### src/rtl/bt_lookup_pkg.sv
package bt_lookup_pkg;

    // Node word field positions; the walker decodes these.
    localparam int NODE_W      = 32;
    localparam int RES_W       = 8;
    localparam int BIDX_W      = 4;
    localparam int BIDX_LSB    = 0;
    localparam int ZLINK_BIT   = 4;
    localparam int ZRES_LSB    = 5;
    localparam int OLINK_BIT   = 13;
    localparam int ORES_LSB    = 14;
    localparam int BIT_SPACE   = 1 << BIDX_W;

    typedef struct packed {
        logic [BIDX_W-1:0] bit_idx;
        logic              zero_link;
        logic [RES_W-1:0]  zero_res;
        logic              one_link;
        logic [RES_W-1:0]  one_res;
    } node_t;

    function automatic node_t unpack_node(input logic [NODE_W-1:0] w);
        node_t n;
        n.bit_idx   = w[BIDX_LSB +: BIDX_W];
        n.zero_link = w[ZLINK_BIT];
        n.zero_res  = w[ZRES_LSB +: RES_W];
        n.one_link  = w[OLINK_BIT];
        n.one_res   = w[ORES_LSB +: RES_W];
        return n;
    endfunction

endpackage

### src/rtl/bt_node_table.sv
module bt_node_table #(
    parameter int ENTRIES = 128,
    parameter int WORD_W  = 32,
    localparam int AW     = $clog2(ENTRIES)
) (
    input  logic              clk,
    input  logic              rst_n,
    input  logic              wr_en,
    input  logic [AW-1:0]     wr_addr,
    input  logic [WORD_W-1:0] wr_data,
    input  logic [AW-1:0]     rd_addr,
    output logic [WORD_W-1:0] rd_data
);

    logic [WORD_W-1:0] mem_d [ENTRIES];
    logic [WORD_W-1:0] mem_q [ENTRIES];

    always_comb begin
        mem_d = mem_q;
        if (wr_en) begin
            mem_d[wr_addr] = wr_data;
        end
    end

    always_ff @(posedge clk or negedge rst_n) begin
        if (!rst_n) begin
            for (int i = 0; i < ENTRIES; i++) begin
                mem_q[i] <= '0;
            end
        end else begin
            mem_q <= mem_d;
        end
    end

    assign rd_data = mem_q[rd_addr];

    // a written word is visible at its entry after the edge
    p_write_lands_r10: assert property (@(posedge clk) disable iff (!rst_n)
        wr_en |=> (mem_q[$past(wr_addr)] == $past(wr_data)));

endmodule

### src/rtl/bt_node_decode.sv
module bt_node_decode
    import bt_lookup_pkg::*;
#(
    parameter int ID_W    = 12,
    parameter int ENTRIES = 128
) (
    input  logic [NODE_W-1:0] node_word,
    input  logic [ID_W-1:0]   id,
    output logic              take_link,
    output logic              link_in_range,
    output logic [RES_W-1:0]  result
);

    node_t                node;
    logic [BIT_SPACE-1:0] id_ext;
    logic                 tested;

    always_comb begin
        node   = unpack_node(node_word);
        id_ext = BIT_SPACE'(id);
        // indices past the identifier width land on zero-extended bits
        tested = id_ext[node.bit_idx];
        if (tested) begin
            take_link = node.one_link;
            result    = node.one_res;
        end else begin
            take_link = node.zero_link;
            result    = node.zero_res;
        end
        link_in_range = (32'(result) < ENTRIES);
    end

endmodule

### src/rtl/bt_walk_ctrl.sv
module bt_walk_ctrl
    import bt_lookup_pkg::*;
#(
    parameter int ID_W       = 12,
    parameter int ENTRIES    = 128,
    parameter int MAX_VISITS = 8,
    localparam int AW        = $clog2(ENTRIES),
    localparam int SW        = (MAX_VISITS > 1) ? $clog2(MAX_VISITS) : 1
) (
    input  logic             clk,
    input  logic             rst_n,
    input  logic             start_i,
    input  logic [ID_W-1:0]  id_i,
    input  logic             take_link,
    input  logic             link_in_range,
    input  logic [RES_W-1:0] result,
    output logic [AW-1:0]    node_idx,
    output logic [ID_W-1:0]  walk_id,
    output logic             done_o,
    output logic             found_o,
    output logic [RES_W-1:0] chan_o
);

    typedef struct packed {
        logic             busy;
        logic [ID_W-1:0]  id;
        logic [AW-1:0]    node;
        logic [SW-1:0]    step;
        logic             done;
        logic             found;
        logic [RES_W-1:0] chan;
    } walk_t;

    walk_t s_d, s_q;

    always_comb begin
        s_d       = s_q;
        s_d.done  = 1'b0;
        s_d.found = 1'b0;
        s_d.chan  = '0;
        if (!s_q.busy) begin
            if (start_i) begin
                s_d.busy = 1'b1;
                s_d.id   = id_i;
                s_d.node = '0;
                s_d.step = '0;
            end
        end else if (!take_link) begin
            s_d.busy  = 1'b0;
            s_d.done  = 1'b1;
            s_d.found = 1'b1;
            s_d.chan  = result;
        end else if (!link_in_range || s_q.step == SW'(MAX_VISITS - 1)) begin
            s_d.busy  = 1'b0;
            s_d.done  = 1'b1;
        end else begin
            s_d.node = AW'(result);
            s_d.step = s_q.step + 1'b1;
        end
    end

    always_ff @(posedge clk or negedge rst_n) begin
        if (!rst_n) begin
            s_q <= '0;
        end else begin
            s_q <= s_d;
        end
    end

    assign node_idx = s_q.node;
    assign walk_id  = s_q.id;
    assign done_o   = s_q.done;
    assign found_o  = s_q.found;
    assign chan_o   = s_q.chan;

    p_root_start_r2: assert property (@(posedge clk) disable iff (!rst_n)
        (!s_q.busy && start_i) |=> (s_q.busy && s_q.node == '0 && s_q.step == '0));

    p_start_ignored_r8: assert property (@(posedge clk) disable iff (!rst_n)
        (s_q.busy && start_i) |=> $stable(s_q.id));

    p_visit_bound_r5: assert property (@(posedge clk) disable iff (!rst_n)
        s_q.busy |-> (32'(s_q.step) < MAX_VISITS));

    p_done_pulse_r9: assert property (@(posedge clk) disable iff (!rst_n)
        s_q.done |=> !s_q.done);

    p_quiet_outputs_r9: assert property (@(posedge clk) disable iff (!rst_n)
        !s_q.done |-> (!s_q.found && s_q.chan == '0));

    p_found_terminal_r4: assert property (@(posedge clk) disable iff (!rst_n)
        (s_q.done && s_q.found) |-> $past(!take_link));

endmodule

### src/rtl/bt_id_lookup.sv
module bt_id_lookup
    import bt_lookup_pkg::*;
#(
    parameter int SID_W      = 4,
    parameter int PER_W      = 8,
    parameter int ENTRIES    = 128,
    parameter int MAX_VISITS = 8,
    localparam int ID_W      = SID_W + PER_W,
    localparam int AW        = $clog2(ENTRIES)
) (
    input  logic              clk,
    input  logic              rst_n,
    input  logic              start_i,
    input  logic [SID_W-1:0]  sid_i,
    input  logic [PER_W-1:0]  periph_i,
    input  logic              wr_en_i,
    input  logic [AW-1:0]     wr_addr_i,
    input  logic [NODE_W-1:0] wr_data_i,
    output logic              done_o,
    output logic              found_o,
    output logic [RES_W-1:0]  chan_o
);

    logic [ID_W-1:0]   req_id;
    logic [ID_W-1:0]   walk_id;
    logic [AW-1:0]     node_idx;
    logic [NODE_W-1:0] node_word;
    logic              take_link;
    logic              link_in_range;
    logic [RES_W-1:0]  result;

    // slave number above peripheral number
    assign req_id = {sid_i, periph_i};

    bt_node_table #(.ENTRIES(ENTRIES), .WORD_W(NODE_W)) u_table (
        .clk     (clk),
        .rst_n   (rst_n),
        .wr_en   (wr_en_i),
        .wr_addr (wr_addr_i),
        .wr_data (wr_data_i),
        .rd_addr (node_idx),
        .rd_data (node_word)
    );

    bt_node_decode #(.ID_W(ID_W), .ENTRIES(ENTRIES)) u_decode (
        .node_word     (node_word),
        .id            (walk_id),
        .take_link     (take_link),
        .link_in_range (link_in_range),
        .result        (result)
    );

    bt_walk_ctrl #(.ID_W(ID_W), .ENTRIES(ENTRIES), .MAX_VISITS(MAX_VISITS)) u_walk (
        .clk           (clk),
        .rst_n         (rst_n),
        .start_i       (start_i),
        .id_i          (req_id),
        .take_link     (take_link),
        .link_in_range (link_in_range),
        .result        (result),
        .node_idx      (node_idx),
        .walk_id       (walk_id),
        .done_o        (done_o),
        .found_o       (found_o),
        .chan_o        (chan_o)
    );

endmodule

### config.mk
export PLATFORM = sky130hd
export DESIGN_NAME = bt_id_lookup
export DESIGN_NICKNAME = d
export VERILOG_FILES = /design/src/rtl/bt_lookup_pkg.sv /design/src/rtl/bt_node_table.sv /design/src/rtl/bt_node_decode.sv /design/src/rtl/bt_walk_ctrl.sv /design/src/rtl/bt_id_lookup.sv
export SDC_FILE = /design/constraint.sdc
export NUM_CORES = 2
export LEC_CHECK = 0
export BUFFER_PORTS_ARGS = -buffer_cell sky130_fd_sc_hd__buf_4
export CAP_MARGIN = 5
export CORE_AREA = 3 3 541 543
export DETAILED_ROUTE_END_ITERATION = 12
export DIE_AREA = 0 0 544 546
export GPL_TIMING_DRIVEN = 1
export PLACE_DENSITY = 0.66
export SYNTH_ARGS = -nofsm -noshare
export SYNTH_HDL_FRONTEND = slang
export SYNTH_SLANG_ARGS = --single-unit
### constraint.sdc
create_clock -name clk -period 5.4 [get_ports clk]
set_input_delay 1.08 -clock clk [delete_from_list [all_inputs] [get_ports clk]]
set_output_delay 1.08 -clock clk [all_outputs]
set_load 0.02 [all_outputs]
* After elaboration in Yosys (flattened, before gate mapping)
Index checks and enable logic that the tools add are counted.
** Storage, ports and cells
- Bits in registers :: 4129
- Input bits :: 55
- Output and inout bits :: 10
- Word-level logic and storage cells :: 174
** Cells by class
- Add/subtract/negate cells :: 1
- Magnitude comparators :: 5
- Eq/ne operators :: 3
- Muxes and demuxes :: 21
- Bitwise gates (word level) :: 3
- Reduce and logical (&&, ||, !) cells :: 6
** Operator list (count)
- 4096-bit bitwise mux :: 1
- 32-bit binary-select mux with 7-bit select :: 1
- 32-bit demux with 7-bit select :: 1
- 22-bit two-way mux :: 2
- 10-bit two-way mux :: 4
- 32-bit two-way mux :: 1
- 23-bit two-way mux :: 1
- 8-bit greater-or-equal comparator (second input constant) :: 2
- 7-bit inverter with 8-bit output :: 2
- 9-bit two-way mux :: 1
- 8-bit by 1-bit less-than comparator with 1-bit output (second input constant) :: 1
- 8-bit less-than comparator (second input constant) :: 1
- 8-bit two-way mux :: 1
- 1-bit two-way mux :: 7
- 4-bit by 5-bit less-than comparator with 1-bit output (second input constant) :: 1
- 1-bit binary-select mux with 4-bit select :: 1
- 3-bit by 1-bit adder with 3-bit output (second input constant) :: 1
- 3-bit == test (second input constant) :: 1
- 3-bit AND reduction :: 1
- 2-bit by 1-bit inequality test with 1-bit output (second input constant) :: 1
- 2-bit inequality test (second input constant) :: 1
- 2-bit AND reduction :: 1
- 2-bit nonzero test :: 1
- 1-bit logical AND :: 1
- 3 further kinds :: 3

* Depth between registers and ports, before layout
- Word-level depth :: 13
- Depth in mapped cells :: 17
- Gate-level depth less buffers :: 12

* Hierarchy
A second synthesis with hierarchy kept.
** Second synthesis, totals
- Cell total of the unflattened synthesis :: 11070
- Area total of the unflattened synthesis :: 186188.6 sq um
** Modules (own cells, without submodules)
- bt_node_table :: times used 1, cells each 10895, area an instance 184434.4 sq um, seq. area each 102498.3 sq um
- bt_walk_ctrl :: times used 1, cells each 149, area an instance 1502.7 sq um, seq. area each 825.8 sq um
- bt_node_decode :: times used 1, cells each 26, area an instance 251.5 sq um, seq. area each 0.0 sq um

* Worst setup path before layout
Ideal clock, no wire load.
- Path type :: reg-to-reg
- Start point :: reg u_walk.s_q (netlist bit u_walk.node_idx[0])
- End point :: reg u_walk.s_q (netlist bit u_walk.node_idx[4])
- Setup time :: 131 ps
- Arrival :: 3554 ps
- Data required time :: 5269 ps
- Slack :: 1714 ps
- Stages on the path, launching flop included :: 17
- Path buffers :: 8
- Clock period less this slack :: 3686 ps
- Cell sequence :: dfrtp_1 buf_6 buf_6 buf_6 buf_6 buf_6 buf_6 buf_2 buf_2 mux4_2 mux4_2 a211oi_1 a211oi_1 a21oi_1 o211ai_1 o2111ai_1 nand3_1
** On the way
- Cells in the longest elaborated chain, start to end :: 12
- Elaborated cells on any way between the ends :: 17
- Classes of those cells :: order compare (1); eq/ne (2); mux (10); bitwise (1); reduce/logical (3)
** RTL lines
- start: declaration :: line bt_walk_ctrl.sv:34 : walk_t s_d, s_q;
- start signal: assignment :: line bt_walk_ctrl.sv:64 : s_q <= '0;
- start signal: assignment :: line bt_walk_ctrl.sv:66 : s_q <= s_d;
- 7-bit inverter with 8-bit output (not written as such) (*) :: line bt_node_table.sv:35 : assign rd_data = mem_q[rd_addr];
- 32-bit binary-select mux with 7-bit select (*) :: line bt_node_table.sv:35
- 22-bit two-way mux (not written as such) (*) (2 in a row) :: line bt_node_table.sv:35
- 1-bit binary-select mux with 4-bit select :: line bt_node_decode.sv:22 : tested = id_ext[node.bit_idx];
- 1-bit two-way mux (not written as such) :: line bt_node_decode.sv:22
- 8-bit two-way mux :: line bt_node_decode.sv:23 : if (tested) begin
- 8-bit less-than comparator :: line bt_node_decode.sv:30 : link_in_range = (32'(result) < ENTRIES);
- 1-bit logical NOT :: line bt_walk_ctrl.sv:53 : end else if (!link_in_range || s_q.step == SW'(MAX_VISITS - 1)) begin
- 1-bit logical OR :: line bt_walk_ctrl.sv:53
- 2-bit inequality test (no line)
- 3-bit AND reduction (no line)
Every way passes the cells marked *; elsewhere a longest branch is shown, timed or not. The select of a mux whose other input is x is not followed.
A chain may end at the register's enable or synchronous reset.

* Worst setup path after layout
- Start point :: reg u_walk.s_q (netlist bit u_walk.node_idx[4])
- End point :: reg u_walk.s_q[10] (netlist name)
** On the way
- Cells in the longest elaborated chain, start to end :: 12
- Elaborated cells on any way between the ends :: 14
- Classes of those cells :: order compare (1); eq/ne (2); mux (7); bitwise (1); reduce/logical (3)
** RTL lines (line)
- 7-bit inverter with 8-bit output (not written as such) (*) :: bt_node_table.sv:35
- 32-bit binary-select mux with 7-bit select (*) :: bt_node_table.sv:35
- 22-bit two-way mux (not written as such) (*) (2 in a row) :: bt_node_table.sv:35
- 1-bit binary-select mux with 4-bit select :: bt_node_decode.sv:22
- 1-bit two-way mux (not written as such) :: bt_node_decode.sv:22
- 8-bit two-way mux :: bt_node_decode.sv:23
- 8-bit less-than comparator :: bt_node_decode.sv:30
- 1-bit logical NOT :: bt_walk_ctrl.sv:53
- 1-bit logical OR :: bt_walk_ctrl.sv:53
- 2-bit inequality test (no line)
- 3-bit AND reduction (no line) (*)
Marked as above.

==> results.py <==
metrics = {
    "grt": {
        "gr-total-overflow": 0,
        "grt_pass1_wl_um": 518000,
        "grt_max_degree": 196,
        "grt_pass1_vias": 76629,
        "antenna_found_initial": 30,
        "track_usage_pct": 23.4,
    },
    "timing": {
        "worstMarginPinSlew_ns": 1.32,
        "setup_ws_ns": 0.370,
        "relSlewSlack_pct": 11.8,
        "final_max_slew_viol_count": 0,
        "fmax_ghz": 0.199,
        "final.min_clock_period_ns": 5.03,
        "finalSetupTns_ns": 0,
        "hold_violations": 0,
        "fin_crit_sh_pct": 93.1,
        "clock_skew_ns": 0.0438,
        "finalSetupViolations": 0,
        "rsz0062_at_grt": "no",
    },
    "critical_path": {
        "crit_path_top_delay_cell": "dfrtp_4",
        "cp.arrival_ns": 5.87,
        "cp.buffers_inverters": 1,
        "worst-path-max-fanout": 40,
        "cpPeakStageDelay_ns": 0.77,
        "crit_required_ns": 6.24,
        "rr_worst_depth": 11,
        "critPathKind": "flop to flop",
        "startpoint_type": "flop",
        "cp.depth": 11,
        "worstPathCellList": "buf_12 -> nor2b_1 -> a22oi_1 -> a31o_2 -> a31oi_1 -> a211oi_4 -> and4_1 -> nand4bb_1 -> o211a_1 -> o21ai_2 -> mux2i_1",
        "end_kind": "flop",
        "path_delay_family": "compound AO/OA/AOI/OAI gates",
    },
    "power": {
        "p_comb_share_pct": 11.4,
        "power_mw": 50.8,
        "power_switching_mw": 12.3,
        "peakVddDrop_v": 0.000300,
        "p_sw_share_pct": 24.2,
        "cellPowerDensity_mw_per_mm2": 353,
        "p_seq_share_pct": 47.4,
        "p_leak_nw": 66.7,
        "power.internal_mw": 38.5,
        "power_frac_clock_pct": 41.3,
    },
    "synth": {
        "synth.most_common_cell": "dfrtp_1",
        "synth.top_cell.area_share_pct": 55.1,
        "synth_common_cells": "dfrtp_1 (2,849), mux2_2 (2,826), mux4_2 (851)",
        "synthArstFlopShare_pct": 100,
        "syn-cell-area_mm2": 0.129,
        "yosys_most_used_dff": "dfrtp_1",
        "synth.net_count": 7965,
        "syn_inst": 7908,
        "ys_top_cells_by_area": "dfrtp_1 (55%), mux2_2 (25%), mux4_2 (15%)",
        "yosysTopAreaCell": "dfrtp_1",
        "avgSynthCellArea_um2": 16.4,
        "ys_seq_elements": 2849,
        "yosysUniqueCellTypes": 63,
        "ys_seq_area_share_pct": 55.1,
        "synth-edff-count": 0,
        "ys_warn_count": 0,
    },
    "drt": {
        "vias_per_cell": 6.08,
        "wl_um": 348000,
        "vias": 71511,
        "drt_iter0_drc": 5894,
        "firstDrtPassIters": 6,
        "drc": 0,
        "wl_per_cell_um": 29.6,
        "antenna_left": 0,
    },
    "layout": {
        "register_area_mm2": 0.0713,
        "layout.cells.non_filler": 11766,
        "area_delta_synth_final_pct": 11.3,
        "fin_nets": 7819,
        "drive_above_1_share_pct": 57.2,
        "n_fill_cell": 23476,
        "multiInputGateArea_mm2": 0.0547,
    },
    "worst_hold_path": {
        "hp-class": "input port to async pin",
    },
    "placed_design": {
        "dp_cells": 11225,
        "place_ws_ns": 0.557,
        "port-buffer-count": 54,
        "detailed_place_hpwl_um": 205000,
        "globalplace.congestion": 0.899,
    },
    "clock_network": {
        "cts_max_level": 5,
        "clockRootBuffer": "clkbuf_16",
        "cts_resized": 0,
        "clock_latency_ns": 0.96,
        "clockBufferDepth": 4,
        "clkSinkCount": 2849,
        "holdBufCountCts": 0,
        "cts_buffers": 316,
        "clk_pin_slew_ns": 0.06,
        "cts_setup_buffers": 0,
        "tritoncts": "built",
    },
    "die": {
        "die_area_mm2": 0.297,
        "fp-row-count": 197,
        "die_x_um": 544,
        "start_util_pct": 44.9,
        "fp.dieH_um": 546,
        "core-area_mm2": 0.288,
        "ios": 65,
    },
    "run_status": {
        "outcome": "completed",
    },
    "flow_run": {
        "maxCapViolCount": 0,
    },
}
[worst paths after layout]
check | start | to | slack [ns]
min reg2reg | u_walk.walk_id[1] | u_walk.walk_id[1] | 0.49
max in group asynchronous | rst_n | u_table.mem_q[3814] | 3.62
min in group clk | periph_i[3] | u_walk.walk_id[3] | 0.40
max reg2reg | u_walk.node_idx[4] | u_walk.s_q[10] | 0.37
max | u_walk.node_idx[4] | u_walk.s_q[10] | 0.37
min | rst_n | u_table.mem_q[2471] | 0.07
[cell type report]
type,instances,area share (%)
timing repair buffer,348,2.14
tap,3781,3.29
multi-input combinational,4235,38.0
antenna,16,0.0278
inverter,12,0.0313
sequential,2849,49.6
clock buffer,461,6.37
clock inverter,64,0.556
[layer usage]
metal	wire length (um)	vias up	track usage [%]
met5	47	-	0
met4	10600	6	7.17
met3	18400	521	3.87
met2	166000	1912	37.5
met1	152000	39897	32.8
li1	-	29175	-
[sequential cells by signal, summed over array words and instances (netlist names)]
signal / flops
u_walk.walk_id: 12
u_walk.found_o: 1
u_walk.node_idx: 7
u_walk.chan_o: 8
u_walk.done_o: 1
u_table.mem_q: 2816
u_walk.s_q: 4
[layout by cell type (no fill, tap or decap), types with 37 or more instances in the layout]
cell type	instances
buf_4	311
clkbuf_1	80
clkbuf_16	322
clkbuf_8	59
clkinv_2	37
dfrtp_1	2843
mux2_2	2826
mux2i_1	111
mux4_2	851
nand2_1	140
nor2_1	40
[worst register-to-register path, cell delays in order, from the launching register on]
cell and delay, ns:
dfrtp_4 0.77, buf_12 0.47, nor2b_1 0.59, a22oi_1 0.19
a31o_2 0.30, a31oi_1 0.64, a211oi_4 0.24, and4_1 0.24
nand4bb_1 0.30, o211a_1 0.34, o21ai_2 0.58, mux2i_1 0.27
[power by group through the flow]
stage	Combinational [mW]	Clock [mW]	Sequential [mW]
after floorplan	3.99	0	24.0
after global placement	5.62	0	24.3
after detailed placement	5.80	0	24.4
after CTS	5.81	21.4	24.1
after global routing	6.19	22.3	24.3
final	5.79	21.0	24.1
[metrics by stage]
stage                     hold WS, ns  util [%]  area [um2]
after floorplan                 0.437         -      129000
after CTS                      0.0259      49.9      144000
after global routing           0.0584      49.9      144000
after detailed placement        0.470      46.5      134000
after global placement          0.462      46.5      134000
final                          0.0669      49.9      144000
[logic make-up (layout without fill, tap and decap cells)]
kind of cell,after synthesis,count (layout),share of synthesized area [%]
multiplexers,3791,3791,40.3
flip-flops,2849,2849,55.1
buffers and inverters,824,885,2.71
AND/OR/NAND/NOR,332,332,1.16
AO/OA/AOI/OAI,110,110,0.648
adder cells (fa/ha/maj),2,2,0.0194
other,0,16,0
Power figures use the tool's default switching activity.
